## src/rtl/sff_pkg.sv

```systemverilog
`timescale 1ns/1ps
package sff_pkg;
  typedef enum logic [1:0] {
    ST_HOLD  = 2'd0,
    ST_FLUSH = 2'd1,
    ST_PASS  = 2'd2
  } sff_state_e;

  typedef logic [1:0] sff_proto_t;
  localparam sff_proto_t PROTO_TYPE_A = 2'd0;
  localparam sff_proto_t PROTO_TYPE_B = 2'd1;

  function automatic logic proto_filtered(sff_proto_t p);
    return (p == PROTO_TYPE_A) || (p == PROTO_TYPE_B);
  endfunction
endpackage

```

## src/rtl/sff_hold_buf.sv

```systemverilog
`timescale 1ns/1ps
module sff_hold_buf #(
  parameter int DW    = 8,
  parameter int DEPTH = 3,
  localparam int IW   = (DEPTH > 1) ? $clog2(DEPTH) : 1
) (
  input  logic          clk_i,
  input  logic          rst_ni,
  input  logic          wr_en_i,
  input  logic [IW-1:0] wr_idx_i,
  input  logic [DW-1:0] wr_data_i,
  input  logic [IW-1:0] rd_idx_i,
  output logic [DW-1:0] rd_data_o
);
  logic [DW-1:0] ent [DEPTH];

  for (genvar g = 0; g < DEPTH; g++) begin : g_ent
    logic [DW-1:0] q;
    always_ff @(posedge clk_i or negedge rst_ni) begin
      if (!rst_ni)                                 q <= '0;
      else if (wr_en_i && (wr_idx_i == IW'(g)))   q <= wr_data_i;
    end
    assign ent[g] = q;
  end

  always_comb begin
    rd_data_o = '0;
    for (int k = 0; k < DEPTH; k++)
      if (rd_idx_i == IW'(k)) rd_data_o = ent[k];
  end
endmodule

```

## src/rtl/sff_ctrl.sv

```systemverilog
`timescale 1ns/1ps
module sff_ctrl
  import sff_pkg::*;
#(
  parameter int HOLD_N = 2,
  localparam int DEPTH = HOLD_N + 1,
  localparam int CW    = $clog2(DEPTH + 1),
  localparam int IW    = (DEPTH > 1) ? $clog2(DEPTH) : 1
) (
  input  logic          clk_i,
  input  logic          rst_ni,
  input  logic          en_i,
  input  sff_proto_t    proto_i,
  input  logic          in_valid_i,
  input  logic          in_err_i,
  input  logic          in_eof_i,
  output logic          in_ready_o,
  output logic          out_valid_o,
  output logic          out_eof_o,
  input  logic          out_ready_i,
  output logic          drop_o,
  output logic          use_in_o,
  output logic          buf_we_o,
  output logic [IW-1:0] buf_widx_o,
  output logic [IW-1:0] buf_ridx_o,
  output sff_state_e    st_o,
  output logic [CW-1:0] cnt_o
);
  sff_state_e    st_q, st_d;
  logic [CW-1:0] cnt_q, cnt_d, rd_q, rd_d;
  logic          err_q, err_d, peof_q, peof_d;
  logic          filt, bypass;

  assign filt   = en_i && proto_filtered(proto_i);
  // pass-through: committed frame, or idle with filtering off
  assign bypass = (st_q == ST_PASS) || ((st_q == ST_HOLD) && (cnt_q == '0) && !filt);

  always_comb begin
    st_d        = st_q;
    cnt_d       = cnt_q;
    rd_d        = rd_q;
    err_d       = err_q;
    peof_d      = peof_q;
    in_ready_o  = 1'b0;
    out_valid_o = 1'b0;
    out_eof_o   = 1'b0;
    drop_o      = 1'b0;
    buf_we_o    = 1'b0;
    use_in_o    = bypass;
    if (bypass) begin
      in_ready_o  = out_ready_i;
      out_valid_o = in_valid_i;
      out_eof_o   = in_eof_i;
      if (in_valid_i && out_ready_i) st_d = in_eof_i ? ST_HOLD : ST_PASS;
    end else begin
      unique case (st_q)
        ST_HOLD: begin
          in_ready_o = 1'b1;
          if (in_valid_i) begin
            if (!in_eof_i) begin
              buf_we_o = 1'b1;
              cnt_d    = cnt_q + 1'b1;
              err_d    = err_q | in_err_i;
              if (cnt_q == CW'(HOLD_N)) begin
                st_d   = ST_FLUSH;
                rd_d   = '0;
                peof_d = 1'b0;
              end
            end else if (err_q || in_err_i) begin
              drop_o = 1'b1;
              cnt_d  = '0;
              err_d  = 1'b0;
            end else begin
              st_d   = ST_FLUSH;
              rd_d   = '0;
              peof_d = 1'b1;
            end
          end
        end
        ST_FLUSH: begin
          out_valid_o = 1'b1;
          if (rd_q < cnt_q) begin
            if (out_ready_i) begin
              rd_d = rd_q + 1'b1;
              if ((rd_q + 1'b1 == cnt_q) && !peof_q) begin
                st_d  = ST_PASS;
                cnt_d = '0;
                rd_d  = '0;
                err_d = 1'b0;
              end
            end
          end else begin
            out_eof_o = 1'b1;
            if (out_ready_i) begin
              st_d   = ST_HOLD;
              cnt_d  = '0;
              rd_d   = '0;
              err_d  = 1'b0;
              peof_d = 1'b0;
            end
          end
        end
        default: ;
      endcase
    end
  end

  always_ff @(posedge clk_i or negedge rst_ni) begin
    if (!rst_ni) begin
      st_q   <= ST_HOLD;
      cnt_q  <= '0;
      rd_q   <= '0;
      err_q  <= 1'b0;
      peof_q <= 1'b0;
    end else begin
      st_q   <= st_d;
      cnt_q  <= cnt_d;
      rd_q   <= rd_d;
      err_q  <= err_d;
      peof_q <= peof_d;
    end
  end

  assign buf_widx_o = IW'(cnt_q);
  assign buf_ridx_o = IW'(rd_q);
  assign st_o       = st_q;
  assign cnt_o      = cnt_q;
endmodule

```

## src/rtl/rx_short_frame_filter.sv

```systemverilog
`timescale 1ns/1ps
module rx_short_frame_filter
  import sff_pkg::*;
#(
  parameter int DW     = 8,
  parameter int HOLD_N = 2
) (
  input  logic          clk_i,
  input  logic          rst_ni,
  input  logic          en_i,
  input  logic [1:0]    proto_i,
  input  logic          in_valid_i,
  input  logic [DW-1:0] in_data_i,
  input  logic          in_err_i,
  input  logic          in_eof_i,
  output logic          in_ready_o,
  output logic          out_valid_o,
  output logic [DW-1:0] out_data_o,
  output logic          out_eof_o,
  input  logic          out_ready_i,
  output logic          drop_o
);
  localparam int DEPTH = HOLD_N + 1;
  localparam int CW    = $clog2(DEPTH + 1);
  localparam int IW    = (DEPTH > 1) ? $clog2(DEPTH) : 1;

  logic          use_in, buf_we;
  logic [IW-1:0] buf_widx, buf_ridx;
  logic [DW-1:0] buf_rd;
  sff_state_e    st;
  logic [CW-1:0] cnt;

  sff_ctrl #(.HOLD_N(HOLD_N)) u_ctrl (
    .clk_i      (clk_i),
    .rst_ni     (rst_ni),
    .en_i       (en_i),
    .proto_i    (proto_i),
    .in_valid_i (in_valid_i),
    .in_err_i   (in_err_i),
    .in_eof_i   (in_eof_i),
    .in_ready_o (in_ready_o),
    .out_valid_o(out_valid_o),
    .out_eof_o  (out_eof_o),
    .out_ready_i(out_ready_i),
    .drop_o     (drop_o),
    .use_in_o   (use_in),
    .buf_we_o   (buf_we),
    .buf_widx_o (buf_widx),
    .buf_ridx_o (buf_ridx),
    .st_o       (st),
    .cnt_o      (cnt)
  );

  sff_hold_buf #(.DW(DW), .DEPTH(DEPTH)) u_buf (
    .clk_i    (clk_i),
    .rst_ni   (rst_ni),
    .wr_en_i  (buf_we),
    .wr_idx_i (buf_widx),
    .wr_data_i(in_data_i),
    .rd_idx_i (buf_ridx),
    .rd_data_o(buf_rd)
  );

  assign out_data_o = out_eof_o ? '0 : (use_in ? in_data_i : buf_rd);
endmodule

```

## config.mk

```make
export PLATFORM = sky130hd
export DESIGN_NAME = rx_short_frame_filter
export DESIGN_NICKNAME = d
export VERILOG_FILES = /design/src/rtl/sff_pkg.sv /design/src/rtl/sff_hold_buf.sv /design/src/rtl/sff_ctrl.sv /design/src/rtl/rx_short_frame_filter.sv
export SDC_FILE = /design/constraint.sdc
export NUM_CORES = 1
export LEC_CHECK = 0
export ABC_AREA = 1
export ABC_CLOCK_PERIOD_IN_PS = 1450
export BUFFER_PORTS_ARGS = -buffer_cell sky130_fd_sc_hd__buf_2
export CAP_MARGIN = 20
export CORE_MARGIN = 4
export CORE_UTILIZATION = 44
export DETAILED_ROUTE_END_ITERATION = 10
export GPL_TIMING_DRIVEN = 0
export PLACE_DENSITY_LB_ADDON = 0.2
export SYNTH_ARGS = -nofsm -noshare
export SYNTH_HDL_FRONTEND = slang
export SYNTH_SLANG_ARGS = --single-unit
```

## constraint.sdc

```tcl
create_clock -name clk_i -period 1.45 [get_ports clk_i]
set_input_delay 0.0725 -clock clk_i [delete_from_list [all_inputs] [get_ports clk_i]]
set_output_delay 0.0725 -clock clk_i [all_outputs]
set_load 0.01 [all_outputs]
```

Yosys cells after proc, flatten, opt, wreduce, memory -nomap -nowiden
Cells that the tools add are included.
Word-level totals
  flip-flop bits (word level): 32
  input port bits: 17
  output and inout port bits: 12
  logic and storage cells: 119
Operators by class
  add/subtract/negate cells: 2
  $lt $le $gt $ge: 1
  eq/ne operators: 21
  mux-type cells: 62
  bitwise gates (word level): 2
  reduce and logical (&&, ||, !) cells: 23
Operators by type and width (number)
  2-bit two-way mux: 24
  8-bit two-way mux: 5
  1-bit two-way mux: 28
  3-bit != test (second input constant): 5
  7-bit AND reduction: 2
  2-bit case mux with 2 select lines: 3
  6-bit AND reduction: 2
  2-bit by 1-bit equality test with 1-bit output (second input constant): 4
  1-bit logical AND: 8
  2-bit logical NOT: 4
  4-bit != test (second input constant): 2
  2-bit equality test (second input constant): 3
  2-bit != test (second input constant): 3
  2-bit by 1-bit adder with 2-bit output (second input constant): 2
  4-bit by 3-bit != test with 1-bit output (second input constant): 1
  1-bit case mux with 2 select lines: 2
  1-bit logical OR: 3
  3-bit by 2-bit != test with 1-bit output (second input constant): 1
  3-bit nonzero test: 1
  2-bit equality test: 1
  1-bit logical NOT: 2
  2-bit < comparator: 1
  2-bit by 1-bit != test with 1-bit output (second input constant): 1
  2-bit nonzero test: 1
  other kinds (2): 2

Logic depth before layout (Yosys ltp)
Gate-level depths: netlist (run 1).
  word-level depth: 8
  depth in mapped cells: 12

Hierarchy
From an unflattened synthesis (run 1), not the netlist that was laid out.
Unflattened totals
  cell total of the unflattened synthesis: 299
  area total of the unflattened synthesis: 2193.4 um^2
By module, submodules not included
  sff_hold_buf: instances 1, cells an instance 144, area an instance 1231.2 um^2, sequential area each 600.6 um^2
  sff_ctrl: instances 1, cells an instance 112, area an instance 780.7 um^2, sequential area each 200.2 um^2
  rx_short_frame_filter: instances 1, cells an instance 43, area an instance 181.4 um^2, sequential area each 0.0 um^2

Worst setup path before layout (run 1)
No wires, ideal clock.
  path kind: reg2out
  from: register u_ctrl.rd_q[1], in the netlist u_ctrl.buf_ridx_o[1]
  to: output port out_data_o[4]
  arrival time: 1431 ps
  required time: 1378 ps
  path slack: -54 ps
  stages on the path, launching flop included: 10
  path through: dfrtp_1 -> inv_1 -> ha_1 -> inv_1 -> nand2_1 -> o21ai_0 -> o21ai_0 -> nand2_1 -> o21ai_0 -> nor2_1
On the way
  word-level cells in the longest chain between the ends: 6
  elaborated cells on any way between the ends: 12
  those cells by class: 1 x order compare; 2 x eq/ne; 8 x mux; 1 x reduce/logical
Ends and longest elaborated chain
  start: declaration: RTL line sff_ctrl.sv:30  | logic [CW-1:0] cnt_q, cnt_d, rd_q, rd_d;
  start signal: assignment: RTL line sff_ctrl.sv:118  | rd_q <= rd_d;
  2-bit logical NOT: RTL line sff_hold_buf.sv:29  | if (rd_idx_i == IW'(k)) rd_data_o = ent[k];
  8-bit two-way mux (3 in a row): RTL line sff_hold_buf.sv:29
  8-bit two-way mux: RTL line rx_short_frame_filter.sv:64  | assign out_data_o = out_eof_o ? '0 : (use_in ? in_data_i : buf_rd);
  8-bit two-way mux *: RTL line rx_short_frame_filter.sv:64
  end: declaration: RTL line rx_short_frame_filter.sv:18  | output logic [DW-1:0] out_data_o,
Mark *: on every way between the ends. The rest lies on a longest branch, timed or not.

Worst setup path after layout (run 1)
  from: register u_ctrl.rd_q[0], in the netlist u_ctrl.buf_ridx_o[0]
  to: output port out_data_o[1]
Same word-level chain as after synthesis.

==> results.sh, run 1 <==
export IMPL_synth_top_area_share_pct=39.4
export IMPL_highest_layer="met4"
export IMPL_critical_path_top_delay_family="compound AO/OA/AOI/OAI gates"
export IMPL_crit_chain="inv_2 -> ha_2 -> nand2_4 -> o22ai_1 -> a21oi_1 -> a21oi_2 -> buf_2"
export IMPL_place_inst=345
export IMPL_violations="setup timing"
export IMPL_cp_start_kind="register"
export IMPL_ys_seq_area_share_pct=39.4
export IMPL_nets=352
export IMPL_ant_nets=0
export IMPL_synth_area_leader_cell="dfrtp_1"
export IMPL_synth_nets=291
export IMPL_crit_path_max_fanout=8
export IMPL_endpoint_kind="output port"
export IMPL_skew_ns=0.0109
export IMPL_crit_type="reg -> out"
export IMPL_cp_arrival_ns=1.78
export IMPL_finalHoldViolCount=0
export IMPL_vias_per_cell=5.22
export IMPL_gp_congestion=0.789
export IMPL_grt_pass1_vias=1903
export IMPL_cts_clk_slew_worst_paths_ns=0.07
export IMPL_timing_rr_start="u_ctrl.buf_ridx_o[0]"
export IMPL_synth_cell_types=24
export IMPL_clock_latency_ns=0.29
export IMPL_n_antenna_cell=0
export IMPL_clock_sinks=32
export IMPL_vdd_drop_max_uv=1370
export IMPL_whs_endpoint="u_buf.g_ent[2].q[3]"
export IMPL_fp_dieArea_mm2=0.00578
export IMPL_synth_area_leaders="dfrtp_1 39%, nand2_1 14%, inv_1 7.2%, o21ai_0 6.6%, ha_1 4.9%"
export IMPL_fin_crit_sh_pct=128
export IMPL_totalWireLength_mm=5.67
export IMPL_max_freq_mhz=539
export IMPL_cap_violations=0
export IMPL_tightest_slew_ns=0.737
export IMPL_total_power_mw=6.77
export IMPL_rsz0062_at_grt="yes"
export IMPL_cts_buffer_depth=2
export IMPL_drive_gt1_share_pct=44.2
export IMPL_synth_seq_cells=32
export IMPL_port_buffers=27
export IMPL_grt_overflow=0
export IMPL_crit_start="u_ctrl.buf_ridx_o[0]"
export IMPL_slew_headroom_pct=50.9
export IMPL_critPathSlowestCell="dfrtp_1"
export IMPL_numCtsBuffers=5
export IMPL_whs_path_depth=3
export IMPL_ios=29
export IMPL_initial_core_util_pct=46.1
export IMPL_crit_buf_inv=2
export IMPL_ctsRootBufferMaster="clkbuf_8"
export IMPL_avgSynthCellArea_um2=7.65
export IMPL_min_period_ns=1.85
export IMPL_status="complete, but fails checks"
export IMPL_rows=24
export IMPL_drt_iter0_drc=122
export IMPL_critPathMaxStageDelay_ns=0.43
export IMPL_slew_viol_final=0
export IMPL_synth_area_mm2=0.00203
export IMPL_core_area_mm2=0.00441
export IMPL_route_met2_wl_mm=2.75
export IMPL_power_density_mw_per_mm2=2310
export IMPL_dp_final_hpwl_mm=3.55
export IMPL_tns_ns=-7.95
export IMPL_r2r_cells=11
export IMPL_wl_met3_um=319
export IMPL_r2r_slack_ns=-0.22
export IMPL_hold_class="in -> reg"
export IMPL_die_w_um=76
export IMPL_r2r_end="u_ctrl.st_o[0]"
export IMPL_fin_cells=380
export IMPL_min_from="in_data_i[3]"
export IMPL_worstPathRequired_ns=1.38
export IMPL_met1_length_mm=2.51
export IMPL_synthCells=266
export IMPL_cts_tree="done"
export IMPL_setup_viol=42
export IMPL_setup_slack_ns=-0.404
export IMPL_place_area_mm2=0.00229
export IMPL_antenna_found_initial=0
export IMPL_ys_warnings_count=0
export IMPL_die_height_um=76
export IMPL_first_pass_iters=4
export IMPL_vias=1983
export IMPL_grt_pass1_wl_mm=9.16
export IMPL_avgRoutedWirePerCell_um=14.9
export IMPL_drt_drc_violations_left=0
export IMPL_p_leak_nw=1.46
export IMPL_area_growth_pct=44.3
export IMPL_grt_max_degree=33
export IMPL_final_area_mm2=0.00294
export IMPL_postLayoutCoreUtil_pct=66.5
export IMPL_grt_usage_pct=19.7
export IMPL_htreeDepth=2
where the power goes:
group | total [mW] | switching [mW] | leakage [nW] | internal [mW]
sequential | 1.44 | 0.195 | 0.403 | 1.25
combinational | 4.45 | 2.53 | 1.00 | 1.92
clock | 0.882 | 0.374 | 0.0541 | 0.509
area by class of cell:
type | count | area (um2)
fillers | 347 | 1480
multi-input cells | 189 | 1310
flip-flops and latches | 32 | 801
repair buffers | 56 | 442
inverters | 39 | 156
clock buffers | 5 | 68.8
well taps | 52 | 65.1
plain buffers | 4 | 55.1
clock inverters | 3 | 42.5
cells in the mapped netlist (all sizes together):
library cell  number
clkbuf             1
inv               39
o21ai             34
ha                 8
nand4              2
nand3             20
nand2             85
o22ai              7
dfrtp             32
buf                5
nor2              16
nor3               1
a21oi             16
through the flow:
step | hold WS [ns] | setup slack (ns)
4_1_cts | 0.0439 | -0.366
6_report | 0.0609 | -0.404
3_5_place_dp | 0.175 | -0.479
2_1_floorplan | -0.223 | -0.00542
3_3_place_gp | 0.184 | -0.440
5_1_grt | 0.0693 | -0.480
registers in the layout (all words and copies together), names as in the netlist:
name               count
u_buf.g_ent.q         24
u_ctrl.buf_ridx_o      2
u_ctrl.buf_widx_o      2
u_ctrl.st_o            2
u_ctrl.err_q           1
u_ctrl.peof_q          1
cells in the final DEF (no fill, tap or decap), drive strengths merged:
| cell | instances |
|---|---|
| a21oi | 16 |
| buf | 58 |
| bufinv | 1 |
| clkbuf | 6 |
| clkinv | 1 |
| clkinvlp | 3 |
| dfrtp | 32 |
| dlygate4sd3 | 1 |
| ha | 8 |
| inv | 37 |
| nand2 | 85 |
| nand3 | 20 |
| nand4 | 2 |
| nor2 | 16 |
| nor3 | 1 |
| o21ai | 34 |
| o22ai | 7 |
kinds of logic (layout without fill, tap and decap cells):
logic type / count (synthesis) / in the layout / share of synthesized area (%)
and+or+nand+nor: 124 / 124 / 30.2
buffers and inverters: 45 / 107 / 10.1
DFF: 32 / 32 / 39.4
AOI/OAI and AO/OA: 57 / 57 / 15.4
adders and majority gates: 8 / 8 / 4.92
routing by layer:
metal,vias up,GRT usage (%)
met5,-,0
met4,0,5.87
met3,10,3.78
met2,66,30.7
met1,921,27.6
li1,986,-
repair_timing:
action                     4_1_cts  5_1_grt
gates resized for setup         58       32
gates cloned                     2        0
hold endpoints to repair        32        0
pin swaps                       22       21
buffers inserted                21        6
setup endpoints to repair       43       44
hold buffers                     1        0
worst register-to-register path: cells and delay by family, from the launching register on:
kind	cells	cell delay, ns
buffers and inverters	2	0.15
and+or+nand+nor	8	0.63
adders and majority gates	1	0.36
DFF	1	0.43
worst max path at each step:
stage               cells after the start  slack [ns]       endpoint
floorplan                               8      -0.005  out_data_o[4]
global placement                        9       -0.44  out_data_o[4]
detailed placement                      9       -0.48  out_data_o[4]
CTS                                     9       -0.37  out_data_o[3]
global route                            7       -0.48  out_data_o[2]
finish                                  7       -0.40  out_data_o[1]
No activity file was read; power rests on OpenSTA's default activity.
==> run 2: changes to the inputs <==
--- a/config.mk
+++ b/config.mk
@@ -10,7 +10,7 @@
 export BUFFER_PORTS_ARGS = -buffer_cell sky130_fd_sc_hd__buf_2
 export CAP_MARGIN = 20
 export CORE_MARGIN = 4
-export CORE_UTILIZATION = 44
+export CORE_UTILIZATION = 51
 export DETAILED_ROUTE_END_ITERATION = 10
 export GPL_TIMING_DRIVEN = 0
 export PLACE_DENSITY_LB_ADDON = 0.2
==> results.sh, run 2 (synthesis results as in run 1) <==
export IMPL_worstPathRequired_ns=1.38
export IMPL_finalHoldViolCount=0
export IMPL_slew_headroom_pct=50.6
export IMPL_p_leak_nw=1.50
export IMPL_avgRoutedWirePerCell_um=17.8
export IMPL_antenna_found_initial=0
export IMPL_rsz0062_at_grt="yes"
export IMPL_grt_max_degree=33
export IMPL_largest_register_ffs=24
export IMPL_grt_pass1_wl_mm=9.25
export IMPL_core_area_mm2=0.00377
export IMPL_fin_cells=382
export IMPL_vias=2175
export IMPL_final_common_cell="nand2_1"
export IMPL_cts_buffer_depth=2
export IMPL_vdd_drop_max_uv=1480
export IMPL_setup_slack_ns=-0.428
export IMPL_cp_start_kind="register"
export IMPL_max_freq_mhz=533
export IMPL_cp_arrival_ns=1.81
export IMPL_first_pass_iters=5
export IMPL_cts_tree="done"
export IMPL_drt_iter0_drc=243
export IMPL_endpoint_kind="output port"
export IMPL_vias_per_cell=5.69
export IMPL_total_power_mw=7.06
export IMPL_drt_drc_violations_left=0
export IMPL_dp_final_hpwl_mm=3.40
export IMPL_numCtsBuffers=5
export IMPL_grt_pass1_vias=2009
export IMPL_cts_clk_slew_worst_paths_ns=0.07
export IMPL_status="complete, but fails checks"
export IMPL_grt_overflow=0
export IMPL_cap_violations=0
export IMPL_tightest_slew_ns=0.741
export IMPL_fillers=213
export IMPL_nets=358
export IMPL_largest_register="u_buf.g_ent.q"
export IMPL_postLayoutCoreUtil_pct=80.0
export IMPL_ctsRootBufferMaster="clkbuf_8"
export IMPL_hold_class="in -> reg"
export IMPL_place_inst=341
export IMPL_crit_type="reg -> out"
export IMPL_ant_nets=0
export IMPL_initial_core_util_pct=53.9
export IMPL_rows=22
export IMPL_power_density_mw_per_mm2=2340
export IMPL_die_w_um=71.2
export IMPL_port_buffers=27
export IMPL_ios=29
export IMPL_htreeDepth=2
export IMPL_final_cell_mix="60 x nand2_1, 29 x dfrtp_1, 28 x buf_2"
export IMPL_final_seq_area_um2=805
export IMPL_die_height_um=71.2
export IMPL_post_place_ws_ns=-0.430
export IMPL_clock_sinks=32
export IMPL_grt_usage_pct=23.6
export IMPL_crit_path_max_fanout=7
export IMPL_n_antenna_cell=0
export IMPL_gp_congestion=0.859
export IMPL_slew_viol_final=0
export IMPL_fin_crit_sh_pct=130
export IMPL_area_growth_pct=48.3
export IMPL_skew_ns=0.00801
export IMPL_multiInputGateArea_mm2=0.00134
export IMPL_clock_latency_ns=0.30
export IMPL_violations="setup timing"
export IMPL_totalWireLength_mm=6.79
export IMPL_min_period_ns=1.88
export IMPL_tns_ns=-8.01
export IMPL_fp_dieArea_mm2=0.00506
export IMPL_drive_gt1_share_pct=49.4
export IMPL_setup_viol=42
run 2: cell types whose count changed in the layout (fill, tap and decap cells not counted), moves of 2 or more:
cell	before	now
buf_6	11	6
buf_4	15	23
dfrtp_2	0	3
o21ai_2	16	20
o21ai_0	10	4
clkbuf_16	1	3
nand2_2	10	15
inv_4	1	3
nand2_1	65	60
o21ai_1	7	9
inv_1	30	27
dfrtp_1	32	29
run 2: worst max-delay path, cell delays in order (launching register included):
cell,delay [ns]
dfrtp_2,0.44
inv_2,0.11
ha_4,0.16
inv_4,0.05
buf_12,0.13
o22ai_1,0.24
a21oi_1,0.13
a21oi_2,0.11
buf_2,0.14
run 2: timing repair:
action	in CTS	in global routing
hold buffers	1	0
gates resized for setup	44	59
setup buffers	23	7
pin swaps	17	6
endpoints found under the hold margin	32	0
cloned	0	3
endpoints found under the setup margin	43	44
run 2: power by group:
part / switching (mW) / total [mW] / internal, mW / leakage (nW)
sequential: 0.205 / 1.46 / 1.25 / 0.398
clock: 0.356 / 0.734 / 0.379 / 0.0510
combinational: 2.84 / 4.87 / 2.03 / 1.05
run 2: final timing paths:
| path | startpoint | end | slack (ns) | cells past startpoint |
|---|---|---|---|---|
| worst min register to register | u_buf.g_ent[2].q[7] | u_buf.g_ent[2].q[7] | 0.49 | 2 |
| worst max register to register | u_ctrl.buf_widx_o[1] | u_ctrl.st_o[0] | -0.21 | 12 |
| worst min-delay path | in_data_i[1] | u_buf.g_ent[2].q[1] | 0.05 | 3 |
| worst max-delay path | u_ctrl.buf_ridx_o[1] | out_data_o[3] | -0.43 | 8 |
| max in group asynchronous | rst_ni | u_ctrl.st_o[0] | 0.56 | 2 |
| min in group asynchronous | rst_ni | u_ctrl.buf_ridx_o[1] | 0.37 | 2 |
run 2: layout make-up:
type | instances | share of cell area, %
multi-input cells | 189 | 44.5
flip-flops and latches | 32 | 26.7
inverters | 39 | 5.35
well taps | 48 | 1.99
repair buffers | 61 | 16.2
clock buffers | 6 | 2.74
clock inverters | 2 | 0.332
plain buffers | 5 | 2.20
run 2: per-stage QoR:
stage,hold WS [ns],area (um2)
detailed placement,0.166,2290
global placement,0.168,2290
global route,0.0473,3020
floorplan,-0.223,2090
CTS,0.0368,2730
finish,0.0525,3020
run 2: routing by layer:
metal  global-route usage [%]  part of all wire (%)  up-vias  wire (um)
li1                         -                     -      995          -
met1                     30.0                    40     1043       2740
met2                     36.7                    50      109       3390
met3                     4.83                   5.7       28        386
met4                     14.4                   3.9        0        263
met5                        0                     0        -          0
==> run 3: changes to the inputs <==
--- a/config.mk
+++ b/config.mk
@@ -13,7 +13,7 @@
 export CORE_UTILIZATION = 51
 export DETAILED_ROUTE_END_ITERATION = 10
 export GPL_TIMING_DRIVEN = 0
-export PLACE_DENSITY_LB_ADDON = 0.2
+export PLACE_DENSITY = 0.75
 export SYNTH_ARGS = -nofsm -noshare
 export SYNTH_HDL_FRONTEND = slang
 export SYNTH_SLANG_ARGS = --single-unit
==> results.sh, run 3 (synthesis results as in run 1) <==
export IMPL_grt_overflow=0
export IMPL_cap_violations=0
export IMPL_final_area_mm2=0.00304
export IMPL_crit_path_max_fanout=7
export IMPL_vias_per_cell=5.62
export IMPL_rows=22
export IMPL_min_period_ns=1.89
export IMPL_final_cell_mix="69 x nand2_1, 30 x dfrtp_1, 29 x inv_1"
export IMPL_endpoint_kind="output port"
export IMPL_totalWireLength_mm=6.54
export IMPL_numCtsBuffers=5
export IMPL_postLayoutCoreUtil_pct=80.7
export IMPL_antenna_found_initial=0
export IMPL_largest_register="u_buf.g_ent.q"
export IMPL_met1_length_mm=2.62
export IMPL_largest_register_ffs=24
export IMPL_cts_clk_slew_worst_paths_ns=0.08
export IMPL_switching_share_pct=46.4
export IMPL_port_buffers=27
export IMPL_status="complete, but fails checks"
export IMPL_power_density_mw_per_mm2=2510
export IMPL_tns_ns=-10.21
export IMPL_violations="setup timing"
export IMPL_grt_pass1_wl_mm=10.1
export IMPL_max_freq_mhz=530
export IMPL_r2r_slack_ns=-0.34
export IMPL_ant_nets=0
export IMPL_clock_sinks=32
export IMPL_die_height_um=71.2
export IMPL_r2r_cells=12
export IMPL_min_from="in_data_i[5]"
export IMPL_finalHoldViolCount=0
export IMPL_grt_usage_pct=25.2
export IMPL_slew_headroom_pct=49.8
export IMPL_clock_power_share_pct=11.6
export IMPL_setup_slack_ns=-0.435
export IMPL_hold_class="in -> reg"
export IMPL_cts_buffer_depth=2
export IMPL_clock_latency_ns=0.30
export IMPL_cts_tree="done"
export IMPL_fin_cells=380
export IMPL_rsz0062_at_grt="yes"
export IMPL_skew_ns=0.0103
export IMPL_timing_rr_start="u_ctrl.buf_widx_o[1]"
export IMPL_grt_max_degree=33
export IMPL_worstPathRequired_ns=1.38
export IMPL_place_area_mm2=0.00229
export IMPL_route_met2_wl_mm=3.21
export IMPL_ios=29
export IMPL_fin_crit_sh_pct=130
export IMPL_p_leak_nw=1.47
export IMPL_setup_viol=44
export IMPL_drt_iter0_drc=228
export IMPL_crit_type="reg -> out"
export IMPL_fp_dieArea_mm2=0.00506
export IMPL_nets=356
export IMPL_whs_endpoint="u_buf.g_ent[1].q[5]"
export IMPL_final_common_cell="nand2_1"
export IMPL_cp_start_kind="register"
export IMPL_first_pass_iters=5
export IMPL_htreeDepth=2
export IMPL_wl_met3_um=583
export IMPL_place_inst=341
export IMPL_power_frac_seq_pct=19.1
export IMPL_p_sw_mw=3.55
export IMPL_slew_viol_final=0
export IMPL_dp_final_hpwl_mm=3.51
export IMPL_avgRoutedWirePerCell_um=17.2
export IMPL_n_antenna_cell=0
export IMPL_core_area_mm2=0.00377
export IMPL_cp_arrival_ns=1.81
export IMPL_ctsRootBufferMaster="clkbuf_8"
export IMPL_initial_core_util_pct=53.9
export IMPL_grt_pass1_vias=2128
export IMPL_p_int_mw=4.09
export IMPL_area_growth_pct=49.6
export IMPL_vias=2134
export IMPL_r2r_end="u_ctrl.st_o[1]"
export IMPL_highest_layer="met4"
export IMPL_die_w_um=71.2
export IMPL_p_comb_share_pct=69.3
export IMPL_tightest_slew_ns=0.753
export IMPL_whs_path_depth=3
export IMPL_gp_congestion=0.833
export IMPL_vdd_drop_max_uv=1670
export IMPL_drt_drc_violations_left=0
export IMPL_drive_gt1_share_pct=45.2
run 3: changes by cell type in the layout (fill, tap and decap cells not counted), sizes merged:
cell,previous run,this run
bufinv,0,1
clkbuf,9,6
clkinv,2,1
clkinvlp,2,3
run 3: area by class of cell:
type	instances	area (um2)
plain buffers	5	66.3
clock buffers	5	68.8
clock inverters	3	42.5
fillers	233	728
inverters	39	159
multi-input cells	189	1330
flip-flops and latches	32	803
well taps	48	60.1
repair buffers	59	509
run 3: worst max path at each step:
stage | from | endpoint | slack [ns] | cells after the start
after floorplan | u_ctrl.buf_ridx_o[0] | out_data_o[4] | -0.005 | 8
after global placement | u_ctrl.buf_ridx_o[0] | out_data_o[4] | -0.41 | 9
after detailed placement | u_ctrl.buf_ridx_o[1] | out_data_o[4] | -0.44 | 10
after CTS | u_ctrl.buf_widx_o[1] | out_data_o[3] | -0.36 | 9
after global routing | u_ctrl.buf_widx_o[1] | out_data_o[0] | -0.49 | 9
final | u_ctrl.buf_ridx_o[0] | out_data_o[2] | -0.44 | 9
run 3: stage by stage:
step           worst slack [ns]  power [mW]  hold slack (ns)
2_1_floorplan          -0.00542        3.77           -0.223
3_3_place_gp             -0.408        4.57            0.178
3_5_place_dp             -0.439        4.64            0.180
4_1_cts                  -0.364        6.70           0.0559
5_1_grt                  -0.490        8.12           0.0815
6_report                 -0.435        7.64           0.0561
run 3: critical path: stages (launching register included):
cell     delay [ns]
dfrtp_2        0.46
inv_4          0.12
buf_12         0.11
ha_4           0.13
nand2_4        0.06
buf_12         0.15
o22ai_2        0.15
a21oi_1        0.12
a21oi_2        0.10
buf_2          0.13
run 3: metal layers:
layer  vias to the layer above  global-route usage [%]
met5                         -                       0
met2                       112                    43.2
met4                         0                    7.52
li1                        992                       -
met3                        21                    4.97
met1                      1009                    31.9
run 3: what timing repair did:
action / CTS / global route
endpoints found under the setup margin: 42 / 44
pin swaps: 14 / 13
hold buffers: 1 / 0
resized for setup: 53 / 26
endpoints found under the hold margin: 32 / 0
buffers inserted: 21 / 9
cloned: 1 / 1
run 3: power by group through the flow:
| stage | registers, mW | clock network, mW | logic (mW) |
|---|---|---|---|
| floorplan | 1.40 | 0 | 2.37 |
| global placement | 1.43 | 0 | 3.14 |
| detailed placement | 1.44 | 0 | 3.20 |
| CTS | 1.42 | 0.879 | 4.40 |
| global route | 1.50 | 0.907 | 5.71 |
| finish | 1.46 | 0.882 | 5.29 |
